`src/rtl/jbb_pkg.sv`:
```
// Package: shared types for the serial JTAG pin driver.
// Assumes: nothing beyond standard SystemVerilog.
package jbb_pkg;

    // Kind of command a received byte represents
    typedef enum logic [1:0] {
        CMD_DROP = 2'd0,
        CMD_PINS = 2'd1,
        CMD_READ = 2'd2
    } cmd_kind_t;

endpackage

```
`src/rtl/jbb_cmd_decode.sv`:
```
// Module: jbb_cmd_decode
// Classifies one byte as a pin-set command, a readback command, or a byte
// to drop. For a pin-set command it also gives the pin value.
// Assumes: pin-set codes are a contiguous range starting at ZERO_CHAR.
module jbb_cmd_decode
    import jbb_pkg::*;
#(
    parameter int DATA_W    = 8,
    parameter int PIN_COUNT = 3,
    parameter logic [DATA_W-1:0] ZERO_CHAR = 8'h30,
    parameter logic [DATA_W-1:0] READ_CHAR = 8'h52
) (
    input  logic [DATA_W-1:0]    byte_in,
    output cmd_kind_t            kind,
    output logic [PIN_COUNT-1:0] pin_val
);
    localparam int PIN_CODES = 1 << PIN_COUNT;

    logic [DATA_W-1:0] offset;

    // Distance of the byte above the first pin-set code
    assign offset  = byte_in - ZERO_CHAR;
    assign pin_val = offset[PIN_COUNT-1:0];

    // Pick the command kind from the byte value
    always_comb begin
        if (byte_in >= ZERO_CHAR && offset < DATA_W'(PIN_CODES)) begin
            kind = CMD_PINS;
        end else if (byte_in == READ_CHAR) begin
            kind = CMD_READ;
        end else begin
            kind = CMD_DROP;
        end
    end

endmodule

```
`src/rtl/jbb_pin_bank.sv`:
```
// Module: jbb_pin_bank
// A bank of registered pin levels. The whole bank loads at once on
// load_en and holds otherwise.
// Assumes: synchronous active-low reset; all pins reset low.
module jbb_pin_bank #(
    parameter int PIN_COUNT = 3
) (
    input  logic                 clk,
    input  logic                 rst_n,
    input  logic                 load_en,
    input  logic [PIN_COUNT-1:0] load_val,
    output logic [PIN_COUNT-1:0] pins
);
    for (genvar i = 0; i < PIN_COUNT; i++) begin : g_pin
        logic level_q;

        // Hold or load one pin level
        always_ff @(posedge clk) begin
            if (!rst_n) begin
                level_q <= 1'b0;
            end else if (load_en) begin
                level_q <= load_val[i];
            end
        end

        assign pins[i] = level_q;
    end


    pins_hold_chk: assert property (@(posedge clk) disable iff (!rst_n)
        !load_en |=> $stable(pins));

endmodule

```
`src/rtl/jbb_reply_slot.sv`:
```
// Module: jbb_reply_slot
// A one-entry holding register for the readback reply. It captures the
// data-out bit when a readback is accepted and presents ZERO_CHAR plus
// that bit until the sink takes it.
// Assumes: capture is never asserted while a reply is pending.
module jbb_reply_slot #(
    parameter int DATA_W = 8,
    parameter logic [DATA_W-1:0] ZERO_CHAR = 8'h30
) (
    input  logic              clk,
    input  logic              rst_n,
    input  logic              capture,
    input  logic              tdo_bit,
    input  logic              out_ready,
    output logic              out_valid,
    output logic [DATA_W-1:0] out_data
);
    // Track whether a reply is pending
    always_ff @(posedge clk) begin
        if (!rst_n) begin
            out_valid <= 1'b0;
        end else if (capture) begin
            out_valid <= 1'b1;
        end else if (out_ready) begin
            out_valid <= 1'b0;
        end
    end

    // Latch the reply character at capture time
    always_ff @(posedge clk) begin
        if (!rst_n) begin
            out_data <= ZERO_CHAR;
        end else if (capture) begin
            out_data <= ZERO_CHAR + DATA_W'(tdo_bit);
        end
    end


    reply_value_chk: assert property (@(posedge clk) disable iff (!rst_n)
        capture |=> out_valid && out_data == ZERO_CHAR + DATA_W'($past(tdo_bit)));


    reply_range_chk: assert property (@(posedge clk) disable iff (!rst_n)
        out_valid |-> (out_data == ZERO_CHAR || out_data == ZERO_CHAR + 1'b1));


    reply_hold_chk: assert property (@(posedge clk) disable iff (!rst_n)
        out_valid && !out_ready |=> out_valid && $stable(out_data));


    no_overwrite_chk: assert property (@(posedge clk) disable iff (!rst_n)
        out_valid |-> !capture);

endmodule

```
`src/rtl/jtag_bitbang_bridge.sv`:
```
// Module: jtag_bitbang_bridge (top)
// Takes single-byte commands from a valid/ready stream. It drives the TCK,
// TMS and TDI levels, and answers readback requests with one byte on a
// valid/ready output stream.
// Assumes: synchronous active-low reset; TDO is already synchronous to clk.
module jtag_bitbang_bridge
    import jbb_pkg::*;
#(
    parameter int DATA_W = 8,
    parameter logic [DATA_W-1:0] ZERO_CHAR = 8'h30,
    parameter logic [DATA_W-1:0] READ_CHAR = 8'h52
) (
    input  logic              clk,
    input  logic              rst_n,
    input  logic [DATA_W-1:0] in_data,
    input  logic              in_valid,
    output logic              in_ready,
    output logic [DATA_W-1:0] out_data,
    output logic              out_valid,
    input  logic              out_ready,
    output logic              tck,
    output logic              tms,
    output logic              tdi,
    input  logic              tdo
);
    localparam int PIN_COUNT = 3;
    localparam int TDI_BIT   = 0;
    localparam int TMS_BIT   = 1;
    localparam int TCK_BIT   = 2;

    cmd_kind_t            kind;
    logic [PIN_COUNT-1:0] pin_val;
    logic [PIN_COUNT-1:0] pins;
    logic                 accept;
    logic                 load_pins;
    logic                 capture;

    // Stall the input while a reply waits; decode accepted bytes
    assign in_ready  = !out_valid;
    assign accept    = in_valid && in_ready;
    assign load_pins = accept && (kind == CMD_PINS);
    assign capture   = accept && (kind == CMD_READ);

    jbb_cmd_decode #(
        .DATA_W    (DATA_W),
        .PIN_COUNT (PIN_COUNT),
        .ZERO_CHAR (ZERO_CHAR),
        .READ_CHAR (READ_CHAR)
    ) u_decode (
        .byte_in (in_data),
        .kind    (kind),
        .pin_val (pin_val)
    );

    jbb_pin_bank #(
        .PIN_COUNT (PIN_COUNT)
    ) u_pins (
        .clk      (clk),
        .rst_n    (rst_n),
        .load_en  (load_pins),
        .load_val (pin_val),
        .pins     (pins)
    );

    jbb_reply_slot #(
        .DATA_W    (DATA_W),
        .ZERO_CHAR (ZERO_CHAR)
    ) u_reply (
        .clk       (clk),
        .rst_n     (rst_n),
        .capture   (capture),
        .tdo_bit   (tdo),
        .out_ready (out_ready),
        .out_valid (out_valid),
        .out_data  (out_data)
    );

    assign tdi = pins[TDI_BIT];
    assign tms = pins[TMS_BIT];
    assign tck = pins[TCK_BIT];


    pin_set_chk: assert property (@(posedge clk) disable iff (!rst_n)
        in_valid && in_ready && in_data >= ZERO_CHAR && in_data < ZERO_CHAR + 8'd8
        |=> {tck, tms, tdi} == $past(in_data[2:0] - ZERO_CHAR[2:0]));


    read_keeps_pins_chk: assert property (@(posedge clk) disable iff (!rst_n)
        in_valid && in_ready && in_data == READ_CHAR |=> $stable({tck, tms, tdi}));


    drop_no_effect_chk: assert property (@(posedge clk) disable iff (!rst_n)
        in_valid && in_ready && in_data != READ_CHAR
        && (in_data < ZERO_CHAR || in_data >= ZERO_CHAR + 8'd8)
        |=> $stable({tck, tms, tdi}) && !out_valid);


    drain_reopen_chk: assert property (@(posedge clk) disable iff (!rst_n)
        out_valid && out_ready |=> in_ready && !out_valid);

endmodule

```
`config.mk`:
```
export PLATFORM = sky130hd
export DESIGN_NAME = jtag_bitbang_bridge
export DESIGN_NICKNAME = d
export VERILOG_FILES = /design/src/rtl/jbb_pkg.sv /design/src/rtl/jbb_cmd_decode.sv /design/src/rtl/jbb_pin_bank.sv /design/src/rtl/jbb_reply_slot.sv /design/src/rtl/jtag_bitbang_bridge.sv
export SDC_FILE = /design/constraint.sdc
export NUM_CORES = 1
export LEC_CHECK = 0
export ABC_AREA = 1
export BUFFER_PORTS_ARGS = -buffer_cell sky130_fd_sc_hd__buf_2
export CAP_MARGIN = 5
export CORE_AREA = 3 3 40 42
export CTS_CLUSTER_DIAMETER = 60
export DETAILED_ROUTE_END_ITERATION = 8
export DIE_AREA = 0 0 43 45
export HOLD_SLACK_MARGIN = 0.02
export PLACE_DENSITY = 0.52
export SETUP_SLACK_MARGIN = 0.2
export SLEW_MARGIN = 40
export SYNTH_ARGS = -nofsm -noshare
export SYNTH_HDL_FRONTEND = slang
export SYNTH_SLANG_ARGS = --single-unit
```
`constraint.sdc`:
```
create_clock -name clk -period 1.6 [get_ports clk]
set_clock_uncertainty 0.05 [all_clocks]
set_input_delay 0 -clock clk [delete_from_list [all_inputs] [get_ports clk]]
set_output_delay 0 -clock clk [all_outputs]
set_load 0.01 [all_outputs]
```
==> results of run 1 <==
==> metal layers <==
metal,up-vias,track usage,routed length [um]
met5,-,0,0
met4,0,0.0361,0
met3,0,0.0677,73
met2,13,0.138,359
met1,134,0.0654,259
li1,175,-,-
==> synthesized netlist by cell type <==
cell type	instances	area, um^2
nand2_1	5	18.8
clkinv_2	1	5.00
nand2_2	2	12.5
nand3_1	1	5.00
conb_1	2	7.51
inv_2	1	3.75
buf_4	7	52.6
nor2_1	9	33.8
a21boi_1	1	7.51
nor3b_1	1	7.51
inv_1	4	15.0
nor2_4	1	11.3
o21ai_0	3	15.0
a21oi_1	1	5.00
nor2_2	1	6.26
dfxtp_1	5	100
or2_2	1	6.26
==> stage by stage <==
step                      utilization  hold WS [ps]  std cells  setup slack, ps
after floorplan                     -          70.7         51              558
after global placement          0.302           221         77              562
after detailed placement        0.302           220         77              552
after CTS                       0.361          25.6         86              541
after global routing            0.361          71.2         86              458
final                           0.361          32.3         86              551
==> final cells by class <==
cell class,count,share of cell area
inverter,6,0.0512
clock buffer,4,0.0566
sequential,5,0.216
multi-input combinational,33,0.334
timing repair buffer,23,0.302
tap,15,0.0404
==> registers in the layout (all words and copies together) (netlist names) <==
| signal | flops |
|---|---|
| u_reply.out_data | 1 |
| u_reply.out_valid | 1 |
| u_pins.g_pin.level_q | 3 |
==> where the power goes <==
part	switching [mW]	leakage [nW]	internal [mW]	total [mW]
clock	0.0513	0.0150	0.0942	0.146
combinational	0.0255	0.189	0.0253	0.0508
sequential	0.000426	0.0403	0.126	0.127
total	0.0772	0.244	0.246	0.323
==> logic make-up (layout without fill, tap and decap cells) <==
group | count (synthesis) | count (layout)
AOI/OAI and AO/OA | 5 | 5
other | 2 | 7
buffers and inverters | 13 | 33
DFF | 5 | 5
and+or+nand+nor | 21 | 21
==> path summary, 6_finish.rpt <==
kind / start / to / slack, ps
max: u_reply.out_valid / u_pins.g_pin[2].level_q / 550
min reg2reg: u_pins.g_pin[0].level_q / u_pins.g_pin[0].level_q / 420
min: tdo / u_reply.out_data[0] / 30
max reg2reg: u_reply.out_valid / u_pins.g_pin[2].level_q / 550
==> critical path, cell delays in order, from the launching register on <==
cell and delay (ps):
dfxtp_1 310, inv_2 60, nand2_2 60, nor2_4 140
nand2_2 90, o21ai_0 180, nor2_1 50
==> what timing repair did <==
item,in CTS,in global routing
setup buffers,0,0
hold buffers,5,0
hold endpoints to repair,5,0
==> flow_summary.json, run 1 <==
{
  "firstDrtPassIters": 2,
  "hold_violations": 0,
  "synth_cell_types": 17,
  "vdd_drop_max_v": 0.000441,
  "ys_seq_area_frac": 0.320,
  "arrival_ps": 1130,
  "start_util": 0.243,
  "grt_pass1_wl_um": 1080,
  "avgSynthCellArea_um2": 6.80,
  "synth_cells": 46,
  "yosys_warnings": 0,
  "yosys.area_share.adder": 0,
  "wl_per_cell_um": 8.05,
  "mostFrequentLayoutCell": "buf_2",
  "seq_area_um2": 100,
  "htreeDepth": 1,
  "cts_max_path_buffers": 2,
  "fmax_mhz": 953,
  "syn2layout_area_growth_pct": 48.4,
  "synth-xor-area-share": 0,
  "status": "complete, no violations",
  "core_area_mm2": 0.00128,
  "powerDensity_mw_per_mm2": 696,
  "syn-cell-area_um2": 313,
  "muxShareOfSynthArea": 0,
  "setup_tns_ps": 0,
  "synth-simple-area-share": 0.324,
  "die_w_um": 43,
  "cts_resized": 0,
  "maxCapViolCount": 0,
  "grt_pass1_vias": 286,
  "multi_input_area_um2": 155,
  "synth_top_family_by_area": "simple AND/OR/NAND/NOR gates",
  "antenna_left": 0,
  "antenna_found_initial": 0,
  "fillers": 139,
  "final_nets": 85,
  "crit_fanout": 4,
  "crit_required_ps": 1680,
  "path_class": "reg -> reg",
  "startpoint_type": "register",
  "ios": 26,
  "place_area_um2": 388,
  "cts_tree": "yes",
  "grt_use_total": 0.0801,
  "worstSkewPairLatency_ps": 240,
  "grt_max_degree": 6,
  "numCtsBuffers": 3,
  "hold_path_class": "in -> reg",
  "vias": 322,
  "synth_compound_area_frac": 0.0880,
  "rsz0062_at_grt": "no",
  "rows": 13,
  "cts.sinks": 5,
  "drive_gt1_frac": 0.394,
  "power.leakage_nw": 0.244,
  "drc": 0,
  "cts_root_buffer": "clkbuf_4",
  "die_area_mm2": 0.00194,
  "period_share": 0.656,
  "overflow": 0,
  "viasPerCell": 3.74,
  "total_power_mw": 0.323,
  "fp.dieH_um": 45,
  "portBuffers": 18,
  "reg2reg_depth": 6,
  "maxSlewViolCount": 0,
  "period_needed_ps": 1050,
  "endpoint_kind": "register",
  "final_cell_mix": "buf_2, nor2_1, conb_1",
  "clk_pin_slew_ps": 40,
  "drt_iter0_drc": 4,
  "min_path_cells": 5,
  "drt-total-wl_um": 692,
  "fin_area_um2": 464,
  "place.gp.congestion": 0.753,
  "synth-seq-cells": 5,
  "setup_viol": 0,
  "place.detailed.hpwl_um": 551,
  "antenna_cells": 0
}
No activity file was read; power rests on OpenSTA's default activity.
==> inputs of run 2 (changes only) <==
--- a/config.mk
+++ b/config.mk
@@ -5,7 +5,7 @@
 export SDC_FILE = /design/constraint.sdc
 export NUM_CORES = 1
 export LEC_CHECK = 0
-export ABC_AREA = 1
+export ABC_AREA = 0
 export BUFFER_PORTS_ARGS = -buffer_cell sky130_fd_sc_hd__buf_2
 export CAP_MARGIN = 5
 export CORE_AREA = 3 3 40 42
@@ -13,7 +13,7 @@
 export DETAILED_ROUTE_END_ITERATION = 8
 export DIE_AREA = 0 0 43 45
 export HOLD_SLACK_MARGIN = 0.02
-export PLACE_DENSITY = 0.52
+export PLACE_DENSITY = 0.54
 export SETUP_SLACK_MARGIN = 0.2
 export SLEW_MARGIN = 40
 export SYNTH_ARGS = -nofsm -noshare
==> constraint.sdc (replaced) <==
create_clock -name clk -period 0.85 [get_ports clk]
set_clock_uncertainty 0.05 [all_clocks]
set_input_delay 0 -clock clk [delete_from_list [all_inputs] [get_ports clk]]
set_output_delay 0 -clock clk [all_outputs]
set_load 0.01 [all_outputs]
==> run 2 against run 1 <==
Compared with the run above:
- the flow now finishes with violations (negative hold slack, negative setup slack)
- clock-buffer cell count is the same
- routed wire length shrank 8.1%
- final cell count shrank 20%
- critical endpoint unchanged
==> flow_summary.json, run 2 <==
{
  "sw_frac_of_total": 0.241,
  "core_area_mm2": 0.00128,
  "drt-total-wl_um": 636,
  "power.leakage_nw": 0.197,
  "startpoint_type": "register",
  "mostFrequentLayoutCell": "buf_2",
  "cts_root_buffer": "clkbuf_4",
  "drc": 0,
  "start_util": 0.240,
  "yosys-top-cells-count": "nand2_1, buf_4, dfxtp_1",
  "firstDrtPassIters": 2,
  "grt_pass1_vias": 215,
  "die_w_um": 43,
  "grt_max_degree": 10,
  "post-synth-top-area-cell": "dfxtp_1",
  "rows": 13,
  "synth_top_area_frac": 0.325,
  "cts_setup_buffers": 0,
  "synth-seq-cells": 5,
  "place.detailed.hpwl_um": 532,
  "grt_pass1_wl_um": 959,
  "largest_reg_flops": 3,
  "syn2layout_area_growth_pct": 42.3,
  "p_sw_mw": 0.141,
  "avgSynthCellArea_um2": 9.05,
  "wl_per_cell_um": 9.22,
  "maxSlewViolCount": 0,
  "synth_most_common_cell": "nand2_1",
  "arrival_ps": 1120,
  "synth_cell_types": 12,
  "dp_cells": 65,
  "hold_slack_ps": -43.6,
  "period_needed_ps": 998,
  "regMostFlops": "u_pins.g_pin.level_q",
  "finalNonFillerCells": 69,
  "worstSkewPairLatency_ps": 240,
  "final_cell_mix": "buf_2, nand2_1, conb_1",
  "place.gp.congestion": 0.608,
  "ys_seq_area_frac": 0.325,
  "grt_use_total": 0.0767,
  "cts.sinks": 5,
  "maxCapViolCount": 0,
  "powerDensity_mw_per_mm2": 1340,
  "viasPerCell": 3.88,
  "synth_cells": 34,
  "cts_max_path_buffers": 2,
  "endpoint_kind": "register",
  "largestRegisters": "u_pins.g_pin.level_q x3, u_reply.out_data x1, u_reply.out_valid x1",
  "antenna_left": 0,
  "violations": "negative hold slack, negative setup slack",
  "antenna_cells": 0,
  "overflow": 0,
  "p_comb_frac": 0.120,
  "ios": 26,
  "clk_pin_slew_ps": 50,
  "fp.dieH_um": 45,
  "htreeDepth": 1,
  "hold_violations": 4,
  "antenna_found_initial": 0,
  "hold_path_class": "in -> reg",
  "fmax_mhz": 1000,
  "yosys_warnings": 0,
  "syn-cell-area_um2": 308,
  "power_frac_seq": 0.404,
  "crit_fanout": 3,
  "vias": 268,
  "total_power_mw": 0.586,
  "die_area_mm2": 0.00194,
  "synth_edf_count": 0,
  "status": "complete, but fails checks",
  "vdd_drop_max_v": 0.000478,
  "synthFlopType": "dfxtp_1",
  "cts_tree": "yes",
  "p_int_mw": 0.445,
  "numCtsBuffers": 3,
  "clock_power_share": 0.475,
  "crit_required_ps": 970,
  "period_share": 1.17,
  "synth_area_leaders": "dfxtp_1, buf_4, mux2i_1, nand2_1, nor4b_4",
  "portBuffers": 18,
  "rsz0062_at_grt": "yes",
  "setup_viol": 7,
  "async_reset_ff_frac": 0,
  "drive_gt1_frac": 0.500,
  "path_class": "reg -> reg",
  "final_nets": 68,
  "layout_setup_ws_ps": -148,
  "drt_iter0_drc": 2,
  "place_ws_ps": -294
}
[run 2: cell count changes in the layout (fill, tap and decap cells not counted), sizes merged, moves of 2 or more]
cell / before / now
mux2i: 0 / 4
nand4bb: 0 / 2
inv: 5 / 1
o21ai: 3 / 0
nor2: 11 / 1
dlygate4sd3: 5 / 0
[run 2: final timing paths]
kind | cells after the start | slack [ps] | from | endpoint
max | 2 | -150 | u_reply.out_valid | u_pins.g_pin[2].level_q
min reg2reg | 2 | 410 | u_pins.g_pin[1].level_q | u_pins.g_pin[1].level_q
max reg2reg | 2 | -150 | u_reply.out_valid | u_pins.g_pin[2].level_q
min | 3 | -40 | tdo | u_reply.out_data[0]
[run 2: final cells by class]
type | count | area (um^2)
inverters | 1 | 3.75
clock buffers | 4 | 26.3
flip-flops and latches | 5 | 104
multi-input cells | 25 | 175
repair buffers | 19 | 110
fillers | 142 | 847
well taps | 15 | 18.8
[run 2: metal layers]
metal	track usage	up-vias	wire length, um	part of all wire
li1	-	138	-	-
met1	0.0702	112	237	0.37
met2	0.0988	16	289	0.45
met3	0.0717	2	94	0.15
met4	0.0723	0	14	0.022
met5	0	-	0	0
[run 2: repair_timing]
action / in CTS / in global routing
resized for setup: 3 / 2
hold endpoints to repair: 5 / 5
pin swaps: 0 / 2
endpoints found under the setup margin: 11 / 11
gates cloned: 0 / 0
[run 2: critical path, stage by stage (launching register included)]
cell     delay, ps
dfxtp_2        340
nor4b_4        320
mux2i_1        220
[run 2: logic make-up (layout without fill, tap and decap cells)]
kind of cell	Yosys count	in the layout	share of synthesized area
AND/OR/NAND/NOR	13	13	0.301
flip-flops	5	5	0.325
multiplexers	4	4	0.130
buffers and inverters	9	24	0.195
other	2	7	0.0244
AO/OA/AOI/OAI	1	1	0.0244
[run 2: through the flow]
| step | util | area, um^2 | hold WS (ps) | TNS (ps) |
|---|---|---|---|---|
| CTS | 0.335 | 430 | -53.4 | -857 |
| floorplan | - | 328 | 92.1 | -516 |
| finish | 0.341 | 438 | -43.6 | -779 |
| detailed placement | 0.302 | 388 | 217 | -1270 |
| global route | 0.341 | 438 | -60.9 | -1170 |
| global placement | 0.302 | 388 | 211 | -1150 |
[run 2: power by group through the flow]
stage / Combinational, mW / Sequential [mW] / Clock [mW]
after floorplan: 0.0573 / 0.242 / 0
after CTS: 0.0699 / 0.237 / 0.295
after global placement: 0.0671 / 0.241 / 0
final: 0.0705 / 0.237 / 0.279
after detailed placement: 0.0676 / 0.241 / 0
after global routing: 0.0771 / 0.237 / 0.328
